--- config.mk ---
export PLATFORM = sky130hd
export DESIGN_NAME = asid_xlate_buffer
export DESIGN_NICKNAME = d
export VERILOG_FILES = /design/src/rtl/axb_pkg.sv /design/src/rtl/axb_tag_cmp.sv /design/src/rtl/axb_hit_encode.sv /design/src/rtl/axb_victim_sel.sv /design/src/rtl/asid_xlate_buffer.sv
export SDC_FILE = /design/constraint.sdc
export NUM_CORES = 2
export LEC_CHECK = 0
export BUFFER_PORTS_ARGS = -buffer_cell sky130_fd_sc_hd__buf_2
export CAP_MARGIN = 10
export CORE_MARGIN = 2
export CORE_UTILIZATION = 60
export CTS_CLUSTER_SIZE = 12
export DETAILED_ROUTE_END_ITERATION = 12
export PLACE_DENSITY = 0.82
export SETUP_SLACK_MARGIN = 0.02
export SYNTH_ARGS = -nofsm -noshare
export SYNTH_HDL_FRONTEND = slang
export SYNTH_SLANG_ARGS = --single-unit
--- constraint.sdc ---
create_clock -name clk -period 7.5 [get_ports clk]
set_clock_uncertainty 0.05 [all_clocks]
set_input_delay 0.375 -clock clk [delete_from_list [all_inputs] [get_ports clk]]
set_output_delay 0.375 -clock clk [all_outputs]
set_load 0.02 [all_outputs]
--- src/rtl/axb_pkg.sv ---
// Package: shared types for the address-space-tagged translation buffer.
// Assumes page sizes grow by a fixed power-of-two step from the base size.
package axb_pkg;
    typedef enum logic [1:0] {
        PG_8K   = 2'd0,
        PG_64K  = 2'd1,
        PG_512K = 2'd2,
        PG_4M   = 2'd3
    } pg_size_e;

    localparam int NUM_SIZES = 4;
endpackage

--- src/rtl/axb_tag_cmp.sv ---
// Module: compares one table entry against a lookup request.
// Assumes the tag is held in base-page units, so the bits below the entry's
// page size are ignored in the comparison.
module axb_tag_cmp #(
    parameter int VPN_W     = 19,
    parameter int ASID_W    = 7,
    parameter int SIZE_STEP = 3
) (
    input  logic              ent_valid,
    input  logic              ent_glob,
    input  logic [1:0]        ent_size,
    input  logic [VPN_W-1:0]  ent_tag,
    input  logic [ASID_W-1:0] ent_asid,
    input  logic [VPN_W-1:0]  req_vpn,
    input  logic [ASID_W-1:0] req_asid,
    output logic              match
);
    logic [VPN_W-1:0] keep_mask;

    // Build the mask of the tag bits that count for this page size.
    always_comb begin
        keep_mask = ~((VPN_W'(1) << (SIZE_STEP * int'(ent_size))) - VPN_W'(1));
        match     = ent_valid
                    && (ent_glob || (ent_asid == req_asid))
                    && (((ent_tag ^ req_vpn) & keep_mask) == '0);
    end
endmodule

--- src/rtl/axb_hit_encode.sv ---
// Module: turns the per-entry match vector into hit, multi-match and index.
// Assumes the index is only meaningful when exactly one bit is set.
module axb_hit_encode #(
    parameter int ENTRIES = 48,
    parameter int IDX_W   = 6
) (
    input  logic [ENTRIES-1:0] match_vec,
    output logic               any_hit,
    output logic               multi_hit,
    output logic [IDX_W-1:0]   hit_idx
);
    // Scan the vector and flag a second match.
    always_comb begin
        any_hit   = 1'b0;
        multi_hit = 1'b0;
        hit_idx   = '0;
        for (int i = 0; i < ENTRIES; i++) begin
            if (match_vec[i]) begin
                if (any_hit) multi_hit = 1'b1;
                any_hit = 1'b1;
                hit_idx = IDX_W'(i);
            end
        end
    end
endmodule

--- src/rtl/axb_victim_sel.sv ---
// Module: picks the entry that the next fill writes.
// Assumes ENTRIES >= 2 and that the pointer and the MRU index are below ENTRIES.
module axb_victim_sel #(
    parameter int ENTRIES = 48,
    parameter int IDX_W   = 6
) (
    input  logic [ENTRIES-1:0] valid_vec,
    input  logic [IDX_W-1:0]   mru_idx,
    input  logic [IDX_W-1:0]   rr_ptr,
    output logic               all_valid,
    output logic [IDX_W-1:0]   victim_idx
);
    localparam logic [IDX_W-1:0] LAST = IDX_W'(ENTRIES - 1);

    logic [IDX_W-1:0] first_free;
    logic [IDX_W-1:0] rr_pick;

    // Find the lowest-numbered free entry.
    always_comb begin
        first_free = '0;
        for (int i = ENTRIES - 1; i >= 0; i--) begin
            if (!valid_vec[i]) first_free = IDX_W'(i);
        end
    end

    // Step the rotating choice past the most recently used entry.
    always_comb begin
        if (rr_ptr == mru_idx) rr_pick = (rr_ptr == LAST) ? '0 : rr_ptr + IDX_W'(1);
        else                   rr_pick = rr_ptr;
    end

    // Prefer a free entry, else the rotating choice.
    always_comb begin
        all_valid  = &valid_vec;
        victim_idx = all_valid ? rr_pick : first_free;
    end
endmodule

--- src/rtl/asid_xlate_buffer.sv ---
// Module: translation buffer with any-slot placement, address-space tags,
// per-entry page size and replacement that never picks the MRU entry.
// Assumes PA_W and VA_W cover the largest page offset. Results are registered,
// one cycle after the request.
module asid_xlate_buffer #(
    parameter int ENTRIES    = 48,
    parameter int VA_W       = 32,
    parameter int PA_W       = 32,
    parameter int ASID_W     = 7,
    parameter int BASE_SHIFT = 13,
    parameter int SIZE_STEP  = 3
) (
    input  logic                     clk,
    input  logic                     rst_n,
    input  logic                     lk_valid,
    input  logic [VA_W-1:0]          lk_va,
    input  logic [ASID_W-1:0]        lk_asid,
    output logic                     rsp_valid,
    output logic                     rsp_hit,
    output logic                     rsp_multi,
    output logic [PA_W-1:0]          rsp_pa,
    input  logic                     fill_en,
    input  logic [VA_W-1:0]          fill_va,
    input  logic [ASID_W-1:0]        fill_asid,
    input  logic [1:0]               fill_size,
    input  logic                     fill_global,
    input  logic [PA_W-BASE_SHIFT-1:0] fill_pfn,
    input  logic                     inv_all,
    input  logic                     inv_asid_en,
    input  logic [ASID_W-1:0]        inv_asid
);
    import axb_pkg::*;

    localparam int VPN_W   = VA_W - BASE_SHIFT;
    localparam int PFN_W   = PA_W - BASE_SHIFT;
    localparam int IDX_W   = $clog2(ENTRIES);
    localparam int OFF_MAX = BASE_SHIFT + SIZE_STEP * (NUM_SIZES - 1);
    localparam logic [IDX_W-1:0] LAST = IDX_W'(ENTRIES - 1);

    logic [ENTRIES-1:0] valid_q;
    logic [ENTRIES-1:0] glob_q;
    logic [1:0]         size_q [ENTRIES];
    logic [VPN_W-1:0]   tag_q  [ENTRIES];
    logic [ASID_W-1:0]  asid_q [ENTRIES];
    logic [PFN_W-1:0]   pfn_q  [ENTRIES];

    logic [IDX_W-1:0]   mru_q;
    logic [IDX_W-1:0]   rr_q;
    logic [ENTRIES-1:0] match_vec;
    logic               any_hit;
    logic               multi_hit;
    logic [IDX_W-1:0]   hit_idx;
    logic               all_valid;
    logic [IDX_W-1:0]   victim_idx;
    logic               fill_go;
    logic               single_hit;
    logic [VPN_W-1:0]   req_vpn;
    logic [PA_W-1:0]    merged_pa;

    assign req_vpn    = lk_va[VA_W-1:BASE_SHIFT];
    assign fill_go    = fill_en && !inv_all && !inv_asid_en;
    assign single_hit = lk_valid && any_hit && !multi_hit;

    // One comparator for each entry.
    for (genvar g = 0; g < ENTRIES; g++) begin : g_cmp
        axb_tag_cmp #(
            .VPN_W(VPN_W), .ASID_W(ASID_W), .SIZE_STEP(SIZE_STEP)
        ) u_cmp (
            .ent_valid(valid_q[g]),
            .ent_glob (glob_q[g]),
            .ent_size (size_q[g]),
            .ent_tag  (tag_q[g]),
            .ent_asid (asid_q[g]),
            .req_vpn  (req_vpn),
            .req_asid (lk_asid),
            .match    (match_vec[g])
        );
    end

    axb_hit_encode #(.ENTRIES(ENTRIES), .IDX_W(IDX_W)) u_enc (
        .match_vec(match_vec),
        .any_hit  (any_hit),
        .multi_hit(multi_hit),
        .hit_idx  (hit_idx)
    );

    axb_victim_sel #(.ENTRIES(ENTRIES), .IDX_W(IDX_W)) u_vic (
        .valid_vec (valid_q),
        .mru_idx   (mru_q),
        .rr_ptr    (rr_q),
        .all_valid (all_valid),
        .victim_idx(victim_idx)
    );

    // Join the frame bits of the matching entry with the page offset.
    always_comb begin
        logic [PA_W-1:0] low_mask;
        int unsigned     off_w;
        off_w     = BASE_SHIFT + SIZE_STEP * int'(size_q[hit_idx]);
        low_mask  = (PA_W'(1) << off_w) - PA_W'(1);
        merged_pa = ({pfn_q[hit_idx], {BASE_SHIFT{1'b0}}} & ~low_mask)
                  | (PA_W'(lk_va[OFF_MAX-1:0]) & low_mask);
    end

    // Register the lookup result.
    always_ff @(posedge clk) begin
        if (!rst_n) begin
            rsp_valid <= 1'b0;
            rsp_hit   <= 1'b0;
            rsp_multi <= 1'b0;
            rsp_pa    <= '0;
        end else begin
            rsp_valid <= lk_valid;
            rsp_hit   <= single_hit;
            rsp_multi <= lk_valid && multi_hit;
            rsp_pa    <= single_hit ? merged_pa : '0;
        end
    end

    // Track the most recently used entry; a fill takes precedence over a hit.
    always_ff @(posedge clk) begin
        if (!rst_n)          mru_q <= '0;
        else if (fill_go)    mru_q <= victim_idx;
        else if (single_hit) mru_q <= hit_idx;
    end

    // Move the rotating pointer past each entry that is replaced.
    always_ff @(posedge clk) begin
        if (!rst_n)                    rr_q <= '0;
        else if (fill_go && all_valid) rr_q <= (victim_idx == LAST) ? '0 : victim_idx + IDX_W'(1);
    end

    // Valid bits: clear all, clear by identifier, or set on a fill.
    always_ff @(posedge clk) begin
        if (!rst_n) begin
            valid_q <= '0;
        end else if (inv_all) begin
            valid_q <= '0;
        end else if (inv_asid_en) begin
            for (int i = 0; i < ENTRIES; i++) begin
                if (!glob_q[i] && (asid_q[i] == inv_asid)) valid_q[i] <= 1'b0;
            end
        end else if (fill_go) begin
            valid_q[victim_idx] <= 1'b1;
        end
    end

    // Entry payload, written by an accepted fill.
    always_ff @(posedge clk) begin
        if (fill_go) begin
            glob_q[victim_idx] <= fill_global;
            size_q[victim_idx] <= fill_size;
            tag_q[victim_idx]  <= fill_va[VA_W-1:BASE_SHIFT];
            asid_q[victim_idx] <= fill_asid;
            pfn_q[victim_idx]  <= fill_pfn;
        end
    end
endmodule

==> impl_metrics.json <==
{
  "critPathCaptureType": "flip-flop",
  "place_ws_ns": -0.257,
  "cts_tree": "yes",
  "crit_fanout": 23,
  "cp_data_arrival_time_ns": 8.18,
  "syn_avg_cell_area_um2": 14.1,
  "synth_edf_count": 2304,
  "antenna_found_initial": 18,
  "holdCritPathClass": "in -> reg",
  "fin_ws_ns": 0.0924,
  "rsz0062_at_grt": "false",
  "die-area_um2": 188000,
  "powerDensity_nw_per_um2": 220,
  "layout.nets": 8446,
  "leakage_uw": 0.0412,
  "post-route-util_pct": 67.5,
  "synthCells": 7838,
  "ys_seq_area_share_pct": 64.3,
  "synth_top_area_share_pct": 62.6,
  "multi_input_area_um2": 37000,
  "wire_per_inst_um": 33.0,
  "grt_pass1_wl_mm": 508,
  "crit_path_start_kind": "flip-flop",
  "core_um2": 183000,
  "path_class": "reg -> reg",
  "max_stage_delay_ns": 0.56,
  "slew_violations": 0,
  "grt_max_degree": 125,
  "worst_ep_required_time_ns": 8.27,
  "clkTransAtPathRegs_ns": 0.07,
  "final_layout_size_suffix_gt1_share_pct": 13.4,
  "place_hpwl_mm": 237,
  "drt-initial-drc-count": 12817,
  "postCtsSetupBuffers": 0,
  "io_buffers": 134,
  "drv_cap": 0,
  "firstDrtPassIters": 7,
  "drt_wl_total_mm": 360,
  "start_util_pct": 60.4,
  "grt-ovfl-total": 0,
  "die_h_um": 433,
  "hold_viol_final": 0,
  "syn2layout_area_growth_pct": 11.9,
  "clk_path_buf_depth": 3,
  "drcViolationCount": 0,
  "slowest_stage": "or4_1",
  "fin_crit_sh_pct": 98.8,
  "track_usage_pct": 38.0,
  "cpMostUsedCell": "buf_4",
  "viasPerCell": 6.84,
  "ioPinCount": 148,
  "syn-num-nets": 8007,
  "ys_types": 112,
  "ys_top_cells_by_area": "edfxtp_1, xnor2_1, xor2_1, mux2i_1, dfxtp_1",
  "tightestPinTransition_ns": 1.41,
  "cts.sinks": 2399,
  "clock_latency_ns": 0.92,
  "layout_min_cycle_time_ns": 7.41,
  "synth_most_common_cell": "edfxtp_1",
  "setup_violations": 0,
  "rows": 157,
  "synth_common_cells": "edfxtp_1, xnor2_1, xor2_1",
  "synth_ff_type": "edfxtp_1",
  "htree_levels": 4,
  "ir_worst_vdd_uv": 211,
  "vias": 74876,
  "maxSlewHeadroom_pct": 5.45,
  "cts_root_buffer": "clkbuf_16",
  "antenna_left": 0,
  "synth-async-reset-ratio_pct": 0,
  "cts_inserted_buffers": 236,
  "seq_area_um2": 71100,
  "fillCellCount": 12337,
  "status": "finished clean",
  "tns_ns": 0,
  "synth.largest_area_cell": "edfxtp_1",
  "ys_ff_latch": 2399,
  "power_uw": 27200,
  "grt_pass1_vias": 72103,
  "die_w_um": 433,
  "yosys_warnings": 0,
  "post_synth_instance_area_um2": 111000,
  "max_freq_mhz": 135,
  "gp_congestion": 1.00
}
==> cell usage in the layout (no fill, tap or decap), drive strengths merged, types with 56 or more instances in the layout <==
master and count:
edfxtp 2304, xnor2 1213, buf 559, xor2 389, nand2 364, clkbuf 363
nand4 266, nand3 246, nor2 209, a21oi 197, mux2i 196, nor3 149
o21ai 145, and4 139, nor4 119, inv 101, dfxtp 95, nand2b 89
and3 81, or2 77, o21a 74, a211oi 68, ha 56
==> final timing paths <==
kind	endpoint	cells past startpoint	start	slack (ns)
worst max-delay path	rsp_pa[14]$_SDFF_PN0_	25	size_q[3][1]$_DFFE_PP_	0.09
worst min-delay path	rsp_pa[16]$_SDFF_PN0_	3	lk_va[16]	0.05
worst max register to register	rsp_pa[14]$_SDFF_PN0_	25	size_q[3][1]$_DFFE_PP_	0.09
worst min register to register	rr_q[5]$_SDFFE_PN0P_	2	rr_q[5]$_SDFFE_PN0P_	0.53
==> cell type report <==
class	count	share of cell area (%)
clock inverter	61	0.603
sequential	2399	57.5
antenna	12	0.0243
multi-input combinational	4964	30.0
timing repair buffer	576	3.86
clock buffer	363	5.25
inverter	100	0.308
tap	2464	2.49
==> where the power goes <==
part / internal (µW) / switching (µW) / leakage [µW]
Clock: 6200 / 5110 / 0.00346
Combinational: 391 / 838 / 0.0162
Sequential: 14700 / 4.05 / 0.0215
==> registers in the layout (all words and copies together), names as in the netlist <==
signal and cells:
tag_q 912, pfn_q 912, rsp_valid 1, size_q 96, glob_q 48, valid_q 48, rsp_hit 1, mru_q 6
rr_q 6, asid_q 336, rsp_multi 1, rsp_pa 32
==> per-layer routing <==
| layer | wire length, µm | track usage [%] | up-vias |
|---|---|---|---|
| met5 | 83 | 0 | - |
| met4 | 24700 | 21.4 | 12 |
| met3 | 50800 | 9.78 | 1288 |
| met2 | 155000 | 56.2 | 6131 |
| met1 | 129000 | 51.4 | 36641 |
| li1 | - | - | 30804 |
==> timing repair <==
item | CTS | global route
endpoints found under the setup margin | 2 | 7
resized for setup | 1 | 5
hold buffers | 17 | 0
hold endpoints to repair | 35 | 0
==> worst max-delay path, delay by kind of cell, from the launching register on <==
family          cells  cell delay (ns)
compound gates     12             3.28
mux                 1             0.29
fa+ha+maj           2             0.56
flops               1             0.42
simple gates        3             1.26
buf+inv             7             1.44
==> kinds of logic after synthesis <==
group | share of synthesized area (%)
other | 0.00339
xor gates and xnor gates | 12.7
DFF | 64.3
AOI/OAI and AO/OA | 7.51
buffers and inverters | 2.60
muxes | 2.14
adders and majority gates | 0.661
and+or+nand+nor | 10.1
==> per-stage QoR <==
step	std cells	hold WS [ns]	instance area (µm²)
2_1_floorplan	7838	0.404	111000
5_1_grt	10931	0.0405	124000
3_5_place_dp	10485	0.513	116000
3_3_place_gp	10485	0.502	116000
6_report	10939	0.0467	124000
4_1_cts	10926	0.00219	124000
Note: power is estimated with default switching activity, not from simulation.
